[src/rtl/lsu_pkg.sv]
package lsu_pkg;

   // direction-dependent operation codes
   localparam logic [2:0] OP_ST_BYTE  = 3'b000;
   localparam logic [2:0] OP_ST_WORD  = 3'b001;
   localparam logic [2:0] OP_LD_SBYTE = 3'b000;
   localparam logic [2:0] OP_LD_WORD  = 3'b001;
   localparam logic [2:0] OP_LD_UBYTE = 3'b100;

   typedef enum logic [1:0] {
      EXT_WORD  = 2'd0,
      EXT_SBYTE = 2'd1,
      EXT_UBYTE = 2'd2
   } ext_mode_t;

   typedef struct packed {
      logic      is_load;
      logic      is_store;
      logic      is_word;
      ext_mode_t ext;
   } op_dec_t;

   function automatic op_dec_t decode_op(input logic st, input logic [2:0] op);
      op_dec_t d;
      d = '0;
      if (st) begin
         case (op)
            OP_ST_BYTE: d.is_store = 1'b1;
            OP_ST_WORD: begin
               d.is_store = 1'b1;
               d.is_word  = 1'b1;
            end
            default: ;
         endcase
      end else begin
         case (op)
            OP_LD_SBYTE: begin
               d.is_load = 1'b1;
               d.ext     = EXT_SBYTE;
            end
            OP_LD_WORD: begin
               d.is_load = 1'b1;
               d.is_word = 1'b1;
               d.ext     = EXT_WORD;
            end
            OP_LD_UBYTE: begin
               d.is_load = 1'b1;
               d.ext     = EXT_UBYTE;
            end
            default: ;
         endcase
      end
      return d;
   endfunction

endpackage

[src/rtl/lsu_agen.sv]
module lsu_agen #(
   parameter int          ADDR_W  = 16,
   parameter int          DISP_W  = 4,
   parameter int          LANES   = 2,
   parameter int unsigned IO_BASE = 32'h0000_F000
) (
   input  logic [ADDR_W-1:0] base,
   input  logic [DISP_W-1:0] disp,
   output logic [ADDR_W-1:0] byte_addr,
   output logic [ADDR_W-1:0] word_addr,
   output logic [$clog2(LANES)-1:0] lane,
   output logic              io_hit
);
   localparam int          LANE_W  = $clog2(LANES);
   localparam longint      SPACE   = longint'(1) << ADDR_W;
   localparam longint      IO_SPAN = SPACE - longint'(IO_BASE);
   localparam bit          IO_POW2 = (IO_SPAN > 0) && ((IO_SPAN & (IO_SPAN - 1)) == 0);
   localparam int          IO_LOG  = IO_POW2 ? $clog2(IO_SPAN) : 0;
   localparam logic [ADDR_W-1:0] IO_BASE_V = IO_BASE[ADDR_W-1:0];

   if (DISP_W < 2 || DISP_W >= ADDR_W) begin : g_bad_disp
      $error("lsu_agen: DISP_W must be between 2 and ADDR_W-1");
   end
   if (ADDR_W > 30) begin : g_bad_addr
      $error("lsu_agen: ADDR_W too large");
   end
   if (IO_BASE == 0 || longint'(IO_BASE) >= SPACE) begin : g_bad_io
      $error("lsu_agen: IO_BASE must lie inside the address space and above zero");
   end

   logic [ADDR_W-1:0] disp_ext;
   assign disp_ext  = {{(ADDR_W-DISP_W){disp[DISP_W-1]}}, disp};
   assign byte_addr = base + disp_ext;
   assign lane      = byte_addr[LANE_W-1:0];
   assign word_addr = {byte_addr[ADDR_W-1:LANE_W], {LANE_W{1'b0}}};

   // window decode: a top-aligned power-of-two window needs only an AND of
   // the upper bits; any other base uses a magnitude compare
   if (IO_POW2 && IO_LOG < ADDR_W) begin : g_io_mask
      assign io_hit = &byte_addr[ADDR_W-1:IO_LOG];
   end else begin : g_io_cmp
      assign io_hit = (byte_addr >= IO_BASE_V);
   end

endmodule

[src/rtl/lsu_store_lanes.sv]
module lsu_store_lanes #(
   parameter int DATA_W = 16,
   parameter int LANES  = DATA_W / 8
) (
   input  logic                     is_word,
   input  logic [$clog2(LANES)-1:0] lane,
   input  logic [DATA_W-1:0]        wdata,
   output logic [LANES-1:0]         be,
   output logic [DATA_W-1:0]        bus_wdata
);
   if (LANES * 8 != DATA_W || LANES < 2) begin : g_bad_lanes
      $error("lsu_store_lanes: DATA_W must be a multiple of 8 with at least two lanes");
   end

   for (genvar i = 0; i < LANES; i++) begin : g_lane
      // a byte store copies the low byte onto every lane; only the enabled
      // lane is written by memory
      assign be[i]              = is_word | (lane == i);
      assign bus_wdata[i*8 +: 8] = is_word ? wdata[i*8 +: 8] : wdata[7:0];
   end

endmodule

[src/rtl/lsu_load_ext.sv]
module lsu_load_ext
   import lsu_pkg::*;
#(
   parameter int DATA_W = 16,
   parameter int LANES  = DATA_W / 8
) (
   input  ext_mode_t                ext,
   input  logic [$clog2(LANES)-1:0] lane,
   input  logic [DATA_W-1:0]        rdata,
   output logic [DATA_W-1:0]        result
);
   logic [7:0] picked;
   assign picked = rdata[lane*8 +: 8];

   always_comb begin
      case (ext)
         EXT_SBYTE: result = {{(DATA_W-8){picked[7]}}, picked};
         EXT_UBYTE: result = {{(DATA_W-8){1'b0}}, picked};
         default:   result = rdata;
      endcase
   end

endmodule

[src/rtl/ls_lane_unit.sv]
module ls_lane_unit
   import lsu_pkg::*;
#(
   parameter int          ADDR_W  = 16,
   parameter int          DATA_W  = 16,
   parameter int          DISP_W  = 4,
   parameter int unsigned IO_BASE = 32'h0000_F000
) (
   input  logic              clk,
   input  logic              rst_n,
   input  logic              req_valid,
   output logic              req_ready,
   input  logic              req_store,
   input  logic [2:0]        req_op,
   input  logic [ADDR_W-1:0] req_base,
   input  logic [DISP_W-1:0] req_disp,
   input  logic [DATA_W-1:0] req_wdata,
   output logic [ADDR_W-1:0] mem_addr,
   output logic              mem_we,
   output logic              mem_re,
   output logic [DATA_W/8-1:0] mem_be,
   output logic [DATA_W-1:0] mem_wdata,
   input  logic [DATA_W-1:0] mem_rdata,
   output logic              io_select,
   output logic              rsp_valid,
   output logic [DATA_W-1:0] rsp_data,
   output logic              fault_misalign
);
   localparam int LANES  = DATA_W / 8;
   localparam int LANE_W = $clog2(LANES);

   if (DATA_W != 16) begin : g_bad_data
      $error("ls_lane_unit: the lane layout is defined for a 16-bit bus");
   end

   op_dec_t           dec;
   logic [ADDR_W-1:0] byte_addr;
   logic [ADDR_W-1:0] word_addr;
   logic [LANE_W-1:0] lane;
   logic              io_hit;
   logic [LANES-1:0]  be_raw;
   logic [DATA_W-1:0] steer_wdata;
   logic [DATA_W-1:0] ext_result;
   logic              accept, legal, misalign, go;

   logic              ready_q;
   logic              rsp_q;
   logic              fault_q;
   logic [LANE_W-1:0] lane_q;
   ext_mode_t         ext_q;

   assign dec = decode_op(req_store, req_op);

   lsu_agen #(
      .ADDR_W (ADDR_W),
      .DISP_W (DISP_W),
      .LANES  (LANES),
      .IO_BASE(IO_BASE)
   ) u_agen (
      .base     (req_base),
      .disp     (req_disp),
      .byte_addr(byte_addr),
      .word_addr(word_addr),
      .lane     (lane),
      .io_hit   (io_hit)
   );

   lsu_store_lanes #(
      .DATA_W(DATA_W),
      .LANES (LANES)
   ) u_steer (
      .is_word  (dec.is_word),
      .lane     (lane),
      .wdata    (req_wdata),
      .be       (be_raw),
      .bus_wdata(steer_wdata)
   );

   lsu_load_ext #(
      .DATA_W(DATA_W),
      .LANES (LANES)
   ) u_ext (
      .ext   (ext_q),
      .lane  (lane_q),
      .rdata (mem_rdata),
      .result(ext_result)
   );

   assign accept   = req_valid & req_ready;
   assign legal    = dec.is_load | dec.is_store;
   assign misalign = dec.is_word & (lane != '0);
   assign go       = accept & legal & ~misalign;

   assign req_ready = ready_q;
   assign mem_addr  = word_addr;
   assign mem_we    = go & dec.is_store;
   assign mem_re    = go & dec.is_load;
   assign mem_be    = go ? be_raw : '0;
   assign mem_wdata = steer_wdata;
   assign io_select = go & io_hit;

   always_ff @(posedge clk) begin
      if (!rst_n) begin
         ready_q <= 1'b0;
         rsp_q   <= 1'b0;
         fault_q <= 1'b0;
         lane_q  <= '0;
         ext_q   <= EXT_WORD;
      end else begin
         ready_q <= 1'b1;
         rsp_q   <= mem_re;
         fault_q <= accept & legal & misalign;
         if (mem_re) begin
            lane_q <= lane;
            ext_q  <= dec.ext;
         end
      end
   end

   assign rsp_valid      = rsp_q;
   assign rsp_data       = rsp_q ? ext_result : '0;
   assign fault_misalign = fault_q;

   // a fault pulse follows an accepted request that reached no memory
   a_r8_fault_no_strobe: assert property (@(posedge clk) disable iff (!rst_n)
      fault_misalign |-> $past(req_valid && !mem_we && !mem_re));

   // a response always follows a read strobe
   a_r7_rsp_after_read: assert property (@(posedge clk) disable iff (!rst_n)
      rsp_valid |-> $past(mem_re));

   // fault and response never coincide
   a_r8_fault_excludes_rsp: assert property (@(posedge clk) disable iff (!rst_n)
      !(fault_misalign && rsp_valid));

   // the I/O select only accompanies a strobe
   a_r9_io_with_strobe: assert property (@(posedge clk) disable iff (!rst_n)
      io_select |-> (mem_we || mem_re));

   // every strobe enables at least one lane, a byte access exactly one
   a_r2_lane_count: assert property (@(posedge clk) disable iff (!rst_n)
      ((mem_we || mem_re) && !dec.is_word) |-> ($countones(mem_be) == 1));

   // word strobes always enable both lanes
   a_r3_word_lanes: assert property (@(posedge clk) disable iff (!rst_n)
      ((mem_we || mem_re) && dec.is_word) |-> (&mem_be));

   // read and write strobes are exclusive
   a_r7_we_re_exclusive: assert property (@(posedge clk) disable iff (!rst_n)
      !(mem_we && mem_re));

   // ready stays high once out of reset
   a_r11_ready_holds: assert property (@(posedge clk) disable iff (!rst_n)
      $past(req_ready) |-> req_ready);

endmodule

[config.mk]
export PLATFORM = sky130hd
export DESIGN_NAME = ls_lane_unit
export DESIGN_NICKNAME = d
export VERILOG_FILES = /design/src/rtl/lsu_pkg.sv /design/src/rtl/lsu_agen.sv /design/src/rtl/lsu_store_lanes.sv /design/src/rtl/lsu_load_ext.sv /design/src/rtl/ls_lane_unit.sv
export SDC_FILE = /design/constraint.sdc
export NUM_CORES = 1
export LEC_CHECK = 0
export ABC_CLOCK_PERIOD_IN_PS = 4400
export BUFFER_PORTS_ARGS = -buffer_cell sky130_fd_sc_hd__buf_2
export CAP_MARGIN = 20
export CORE_MARGIN = 2
export CORE_UTILIZATION = 44
export CTS_CLUSTER_DIAMETER = 100
export DETAILED_ROUTE_END_ITERATION = 10
export HOLD_SLACK_MARGIN = 0.15
export PLACE_DENSITY_LB_ADDON = 0.25
export SETUP_SLACK_MARGIN = 0.2
export SLEW_MARGIN = 5
export SYNTH_ARGS = -nofsm -noshare
export SYNTH_HDL_FRONTEND = slang
export SYNTH_SLANG_ARGS = --single-unit
export TNS_END_PERCENT = 30
[constraint.sdc]
create_clock -name clk -period 4.4 [get_ports clk]
set_input_delay 0.22 -clock clk [delete_from_list [all_inputs] [get_ports clk]]
set_output_delay 0.22 -clock clk [all_outputs]
set_load 0.05 [all_outputs]
Word-level counts from Yosys, hierarchy flattened
Cells that the tools add are included.

storage, ports and cells
  register bits after elaboration = 6
  output and inout port bits = 56

cells by class
  add/sub/neg operators = 1
  equality and inequality tests = 4
  shift operators = 1
  multiplexer cells = 12
  bitwise logic cells = 13
  reductions and logical operators = 4

operators by type and width
  kind                                            count
  one-hot mux 16 bit (2 select lines)             1
  adder 16 bit                                    1
  2-to-1 mux 16 bit                               1
  indexed part select 16 x 5 -> 8 bit             1
  AND 1 bit                                       8
  2-to-1 mux 8 bit                                1
  2-to-1 mux 1 bit                                6
  2-to-1 mux 2 bit                                2
  one-hot mux 2 bit (2 select lines)              1
  AND reduction 4 bit                             1
  == test 3 x 1 -> 1 bit (second input constant)  1
  == test 3 bit (second input constant)           1
  zero test 3 bit                                 1
  bitwise OR 1 bit                                3
  OR reduction 3 bit                              1
  == test 2 x 1 -> 1 bit (second input constant)  1
  == test 2 bit (second input constant)           1
  inverter 1 bit                                  2
  OR reduction 2 bit                              1

Longest topological paths before layout
Gate-level depths: netlist (run 1).

  word-level depth = 8
  depth in mapped cells = 9
  mapped depth without buffers = 9

Hierarchy
From an unflattened synthesis (run 1), not the netlist that was laid out.

unflattened totals
  cells, all modules = 254
  area total of the unflattened synthesis = 1,903.1 µm²

modules (own cells, without submodules)
  module           instances  cells an instance  area each (µm²)
  lsu_agen         1          125                928.4
  ls_lane_unit     1          55                 427.9
  lsu_load_ext     1          55                 342.8
  lsu_store_lanes  1          19                 203.9

Least setup slack after synthesis (run 1)
OpenSTA, ideal clock, no wires.

  kind = input to output
  start point = in req_base[0]
  end point = out io_select
  arrival = 3,013 ps
  required time = 4,180 ps
  setup slack = 1,167 ps
  stages on the path = 9
  buffers on the path = 0
  cells stage by stage = ha_1 > inv_1 > fa_1 > nor2b_4 > o2111ai_2 > a211oi_2 > nor4_4 > xnor2_1 > and4_1

RTL lines
  what                 line                 RTL
  start, declared      ls_lane_unit.sv:15   input logic [ADDR_W-1:0] req_base,
  adder 16 bit         lsu_agen.sv:33       assign byte_addr = base + disp_ext;
  via mem_addr[12]     ls_lane_unit.sv:18   output logic [ADDR_W-1:0] mem_addr,
  AND reduction 4 bit  lsu_agen.sv:40       assign io_hit = &byte_addr[ADDR_W-1:IO_LOG];
  AND 1 bit            ls_lane_unit.sv:100  assign io_select = go & io_hit;
  end, declared        ls_lane_unit.sv:24   output logic io_select,

The timed path passes the listed nets, and every way through them passes these cells.

Worst setup path after layout (run 1)
  start point = in req_base[0]
  end point = out io_select

on the way
  cells in the longest elaborated chain, start to end = 5

RTL lines
  what            line                 RTL
  adder 16 bit *  lsu_agen.sv:33
  AND 1 bit       ls_lane_unit.sv:91   assign misalign = dec.is_word & (lane != '0);
  inverter 1 bit  ls_lane_unit.sv:92   assign go = accept & legal & ~misalign;
  AND 1 bit       ls_lane_unit.sv:92
  AND 1 bit *     ls_lane_unit.sv:100

Mark *: on every way between the ends. The rest lies on a longest branch, timed or not.

==> results of run 1 <==
synth_stat cells, drive strengths merged (3+ instances only):
cell type,number,area [µm²]
a21o,4,30.0
a21oi,27,146
and2,4,25.0
buf,10,72.6
clkbuf,4,15.0
dfxtp,6,120
ha,17,213
inv,16,60.1
mux2,8,90.1
nand2,7,26.3
nand2b,3,18.8
nand3,7,35.0
nor2,31,116
nor2b,6,45.0
nor3,3,15.0
o211ai,3,27.5
o21a,4,30.0
o21ai,7,35.0
xnor2,11,96.3
xor2,3,26.3
kinds of logic after synthesis:
group / Yosys count
XOR/XNOR: 14
adder cells (fa/ha/maj): 18
multiplexers: 10
AO/OA/AOI/OAI: 58
flip-flops: 6
other: 1
AND/OR/NAND/NOR: 68
buffers and inverters: 30
through the flow:
stage                     worst slack [ps]  utilization  instances  hold WS [ps]  cell area [µm²]
after floorplan                       1170            -        205           248             1480
after CTS                             1780        0.624        354           263             2050
final                                 1790        0.624        354           274             2050
after global routing                  1640        0.624        354           262             2050
after global placement                1850        0.614        350           402             2020
after detailed placement              1790        0.614        350           402             2020
path summary, 6_finish.rpt:
check,startpoint,end,slack (ps),cells after the start
max reg2reg,req_ready,ext_q[0],2830,5
max,req_base[0],io_select,1790,11
min,req_op[2],ext_q[1],270,3
min reg2reg,ext_q[1],ext_q[1],490,2
worst max-delay path: cells and delay by family:
kind / cells / cell delay, ps
adder cells (fa/ha/maj): 2 / 630
AND/OR/NAND/NOR: 3 / 460
buffers and inverters: 3 / 420
AO/OA/AOI/OAI: 2 / 470
XOR/XNOR: 1 / 180
state kept, by name, summed over array words and instances (netlist names):
register	count
ext_q	2
fault_misalign	1
lane_q	1
req_ready	1
rsp_valid	1
layout make-up:
type | count | area, µm²
timing repair buffer | 114 | 576
tap | 46 | 57.6
multi-input combinational | 169 | 1210
clock buffer | 3 | 22.5
inverter | 16 | 60.1
sequential | 6 | 120
fill | 313 | 1240
routing by layer:
metal,track usage,vias up,part of all wire
met5,0,-,0
met4,0.0486,0,0.0047
met3,0.0311,2,0.078
met2,0.348,75,0.47
met1,0.261,793,0.45
li1,-,918,-
power groups by stage:
stage	clock network, µW	registers [µW]	logic (µW)
2_1_floorplan	0	58.6	271
3_3_place_gp	0	56.6	351
3_5_place_dp	0	56.7	353
4_1_cts	52.9	55.6	355
5_1_grt	58.8	55.7	379
6_report	49.9	55.7	354
==> flow_summary.toml, run 1 <==
[power_and_ir_drop]
leakagePower_uw = 0.00110
pwr-share-seq = 0.121
p_int_uw = 194
swShare = 0.577
p_comb_frac = 0.770
p_per_area_nw_per_um2 = 224
p_switching_uw = 265
power_uw = 460
irDropWorstVdd_v = 0.000139
clkPwrFrac = 0.109

[clocking]
post_cts_resized = 0
cts_made_buffers = 3
insertion_delay_ps = 240
cts_sinks = 6
cts_tree = "done"
hold_buffers = 1
clkTransAtPathRegs_ps = 50
ctsRootBufferMaster = "clkbuf_4"
htree_levels = 1
cts_buffer_depth = 2
cts_setup_buffers = 0

[layout]
nets = 387
drive_above_1_share = 0.432
final_cell_mix = "113 x buf_2, 31 x nor2_1, 26 x a21oi_1"
insertedDiodeCount = 0
layout_commonest_cell = "buf_2"
syn_to_final_growth_pct = 38.4

[timing]
setup_tns_ps = 0
worst_pin_slew_ps = 949
hold_viol = 0
setup_viol_count_final = 0
skew_ps = 5.67
final_max_slew_viol_count = 0
relSlewSlack = 0.362
rsz0062_at_grt = "no"
fin_crit_sh = 0.592
fmax_ghz = 0.384
period_minus_slack_ps = 2610

[route]
avgRoutedWirePerCell_um = 11.4
vias_per_cell = 5.05
drt_pass1_iterations = 4
drc = 0
wl_um = 4030
drtIter0Drc = 40
drtAntennaViolNets = 0
vias = 1788

[synth]
yosysWarnings = 0
syn-cell-area_um2 = 1480
syn_inst = 205
synth-xor-area-share = 0.0828
synth_cell_types = 44
synth_compound_area_frac = 0.268
ys.flop_type = "dfxtp_1"
seq_area_frac_synth = 0.0811
synth-simple-area-share = 0.234
ys_ff_latch = 6
synth_mux_area_frac = 0.0744
synth_fa_ha_area_frac = 0.157
synth_top_family_by_area = "compound AO/OA/AOI/OAI gates"
synth-edff-count = 0
async_reset_ff_frac = 0
syn_area_per_cell_um2 = 7.22
syn_nets = 282

[critical_path]
crit_chain = "buf_2 -> ha_1 -> inv_1 -> fa_1 -> nor2b_4 -> o2111ai_2 -> a211oi_2 -> nor4_4 -> xnor2_1 -> and4_1 -> buf_2"
endpoint_kind = "primary output"
crit_fanout = 3
critical-path-max-stage-delay_ps = 430
path_class = "in2out"
cp-start-kind = "primary input"
cp.arrival_ps = 2390
cp.required_ps = 4180
cp_slowest_cell = "fa_1"
path_common_cell = "buf_2"

[global_routing]
overflow = 0
grt_use_total = 0.202
grt_pass1_wl_um = 6020
grt_max_degree = 17
antenna_found_initial = 0
grt_pass1_vias = 1478

[floorplan]
io_pins = 115
rows = 21
initial_core_util = 0.451
die_w_um = 62
core-area_um2 = 3280
die_y_um = 62
dieArea_um2 = 3840

[placement]
dp_hpwl_um = 3420
numPortBuffers = 113
place_congestion = 0.810

[worst_hold_path]
hp-class = "in2reg"

[run_status]
status = "completed"

[job]
max_cap_violations = 0
Power figures use the tool's default switching activity.
==> inputs of run 2 (changes only) <==
--- a/config.mk
+++ b/config.mk
@@ -5,11 +5,11 @@
 export SDC_FILE = /design/constraint.sdc
 export NUM_CORES = 1
 export LEC_CHECK = 0
-export ABC_CLOCK_PERIOD_IN_PS = 4400
+export ABC_CLOCK_PERIOD_IN_PS = 2400
 export BUFFER_PORTS_ARGS = -buffer_cell sky130_fd_sc_hd__buf_2
 export CAP_MARGIN = 20
 export CORE_MARGIN = 2
-export CORE_UTILIZATION = 44
+export CORE_UTILIZATION = 41
 export CTS_CLUSTER_DIAMETER = 100
 export DETAILED_ROUTE_END_ITERATION = 10
 export HOLD_SLACK_MARGIN = 0.15
==> constraint.sdc (replaced) <==
create_clock -name clk -period 2.4 [get_ports clk]
set_input_delay 0.12 -clock clk [delete_from_list [all_inputs] [get_ports clk]]
set_output_delay 0.12 -clock clk [all_outputs]
set_load 0.05 [all_outputs]
==> flow_summary.toml, run 2 (synthesis gave the netlist of run 1 again) <==
[critical_path]
crit_chain = "buf_6 -> ha_4 -> inv_2 -> fa_2 -> nor2b_4 -> o2111ai_4 -> a211oi_2 -> nor4_4 -> buf_6 -> xnor2_4 -> and4_4 -> buf_8"
endpoint_kind = "primary output"
path_class = "in2out"
rr_worst_depth = 5
path_common_cell = "buf_6"
cpLargestDelayFamily = "adder cells"
crit_cells = 12
path_buf_inv = 4
cp_slowest_cell = "fa_2"
cp.arrival_ps = 1990
cp.required_ps = 2280
critical-path-max-stage-delay_ps = 360
crit_fanout = 3
cp-start-kind = "primary input"

[clocking]
cts_tree = "done"
ctsRootBufferMaster = "clkbuf_4"
cts_made_buffers = 3
htree_levels = 1
cts_sinks = 6
clkTransAtPathRegs_ps = 50
cts_buffer_depth = 2
insertion_delay_ps = 250

[timing]
skew_ps = 2.28
rsz0062_at_grt = "yes"
period_minus_slack_ps = 2110
relSlewSlack = 0.647
setup_tns_ps = 0
setup_viol_count_final = 0
fmax_ghz = 0.473
hold_viol = 0
final_max_slew_viol_count = 0
worst_pin_slew_ps = 526
fin_crit_sh = 0.880
worst_slack_ps = 288

[worst_hold_path]
hp-class = "in2reg"
min_path_cells = 3

[floorplan]
rows = 21
dieArea_um2 = 4110
die_y_um = 64.1
initial_core_util = 0.437
die_w_um = 64.1
core-area_um2 = 3390
io_pins = 115

[layout]
nFillCells = 308
fin_cells = 365
final_cell_mix = "106 x buf_2, 31 x nor2_1, 25 x a21oi_1"
seq_area_um2 = 120
largest_register = "ext_q"
drive_above_1_share = 0.505
insertedDiodeCount = 0
layout_commonest_cell = "buf_2"
multi_input_area_um2 = 1370
largest_reg_flops = 2
syn_to_final_growth_pct = 57.5
nets = 398

[placement]
numPortBuffers = 113
place_congestion = 0.791
place_ws_ps = 8.11
dp_cells = 355
dp_hpwl_um = 3520

[global_routing]
grt_pass1_wl_um = 7100
overflow = 0
grt_max_degree = 17
grt_use_total = 0.211
antenna_found_initial = 0
grt_pass1_vias = 1720

[power_and_ir_drop]
leakagePower_uw = 0.00120
pwr-share-seq = 0.108
p_comb_frac = 0.790
p_int_uw = 419
irDropWorstVdd_v = 0.000260
swShare = 0.557
p_per_area_nw_per_um2 = 405
p_switching_uw = 526
clkPwrFrac = 0.102

[job]
max_cap_violations = 0

[run_status]
status = "completed"

[route]
drc = 0
drtIter0Drc = 27
wl_um = 4350
vias = 1823
drtAntennaViolNets = 0
drt_pass1_iterations = 4
avgRoutedWirePerCell_um = 11.9
vias_per_cell = 4.99
-- run 2: cell type report --
cell class,instances,area share
timing repair buffer,125,0.301
clock buffer,3,0.00966
sequential,6,0.0515
tap,46,0.0247
multi-input combinational,169,0.587
inverter,16,0.0258
-- run 2: worst register-to-register path: cells and delay by family, from the launching register on --
kind             cells  cell delay (ps)
AO/OA/AOI/OAI        1              260
AND/OR/NAND/NOR      3              670
multiplexers         1              230
flip-flops           1              330
-- run 2: per-stage QoR --
stage | hold WS [ps] | utilization | instance area [µm²] | total power, µW
global placement | 302 | 0.628 | 2130 | 795
detailed placement | 299 | 0.628 | 2130 | 797
global route | 183 | 0.688 | 2330 | 999
floorplan | 148 | - | 1560 | 640
finish | 170 | 0.688 | 2330 | 945
CTS | 169 | 0.664 | 2250 | 924
-- run 2: metal layers --
layer	share of wire	vias to the layer above	global-route usage
met1	0.40	787	0.238
li1	-	939	-
met3	0.089	6	0.0370
met4	0.012	0	0.0408
met5	0	-	0
met2	0.49	91	0.408
-- run 2: power by group through the flow --
stage	clock network, µW	registers (µW)	logic, µW
final	95.9	102	747
after global routing	104	102	793
after CTS	97.7	102	724
after detailed placement	0	104	693
after global placement	0	104	691
after floorplan	0	107	532
-- run 2: path summary, 6_finish.rpt --
check | start | end | slack, ps
max | req_disp[0] | io_select | 290
min reg2reg | ext_q[1] | ext_q[1] | 490
max reg2reg | req_ready | ext_q[0] | 810
min | req_op[2] | ext_q[1] | 170
-- run 2: what timing repair did --
item,in CTS,in global routing
pin swaps,8,8
buffers inserted,4,2
hold buffers,1,0
setup endpoints to repair,12,14
resized for setup,15,12
hold endpoints to repair,1,0
gates cloned,0,0
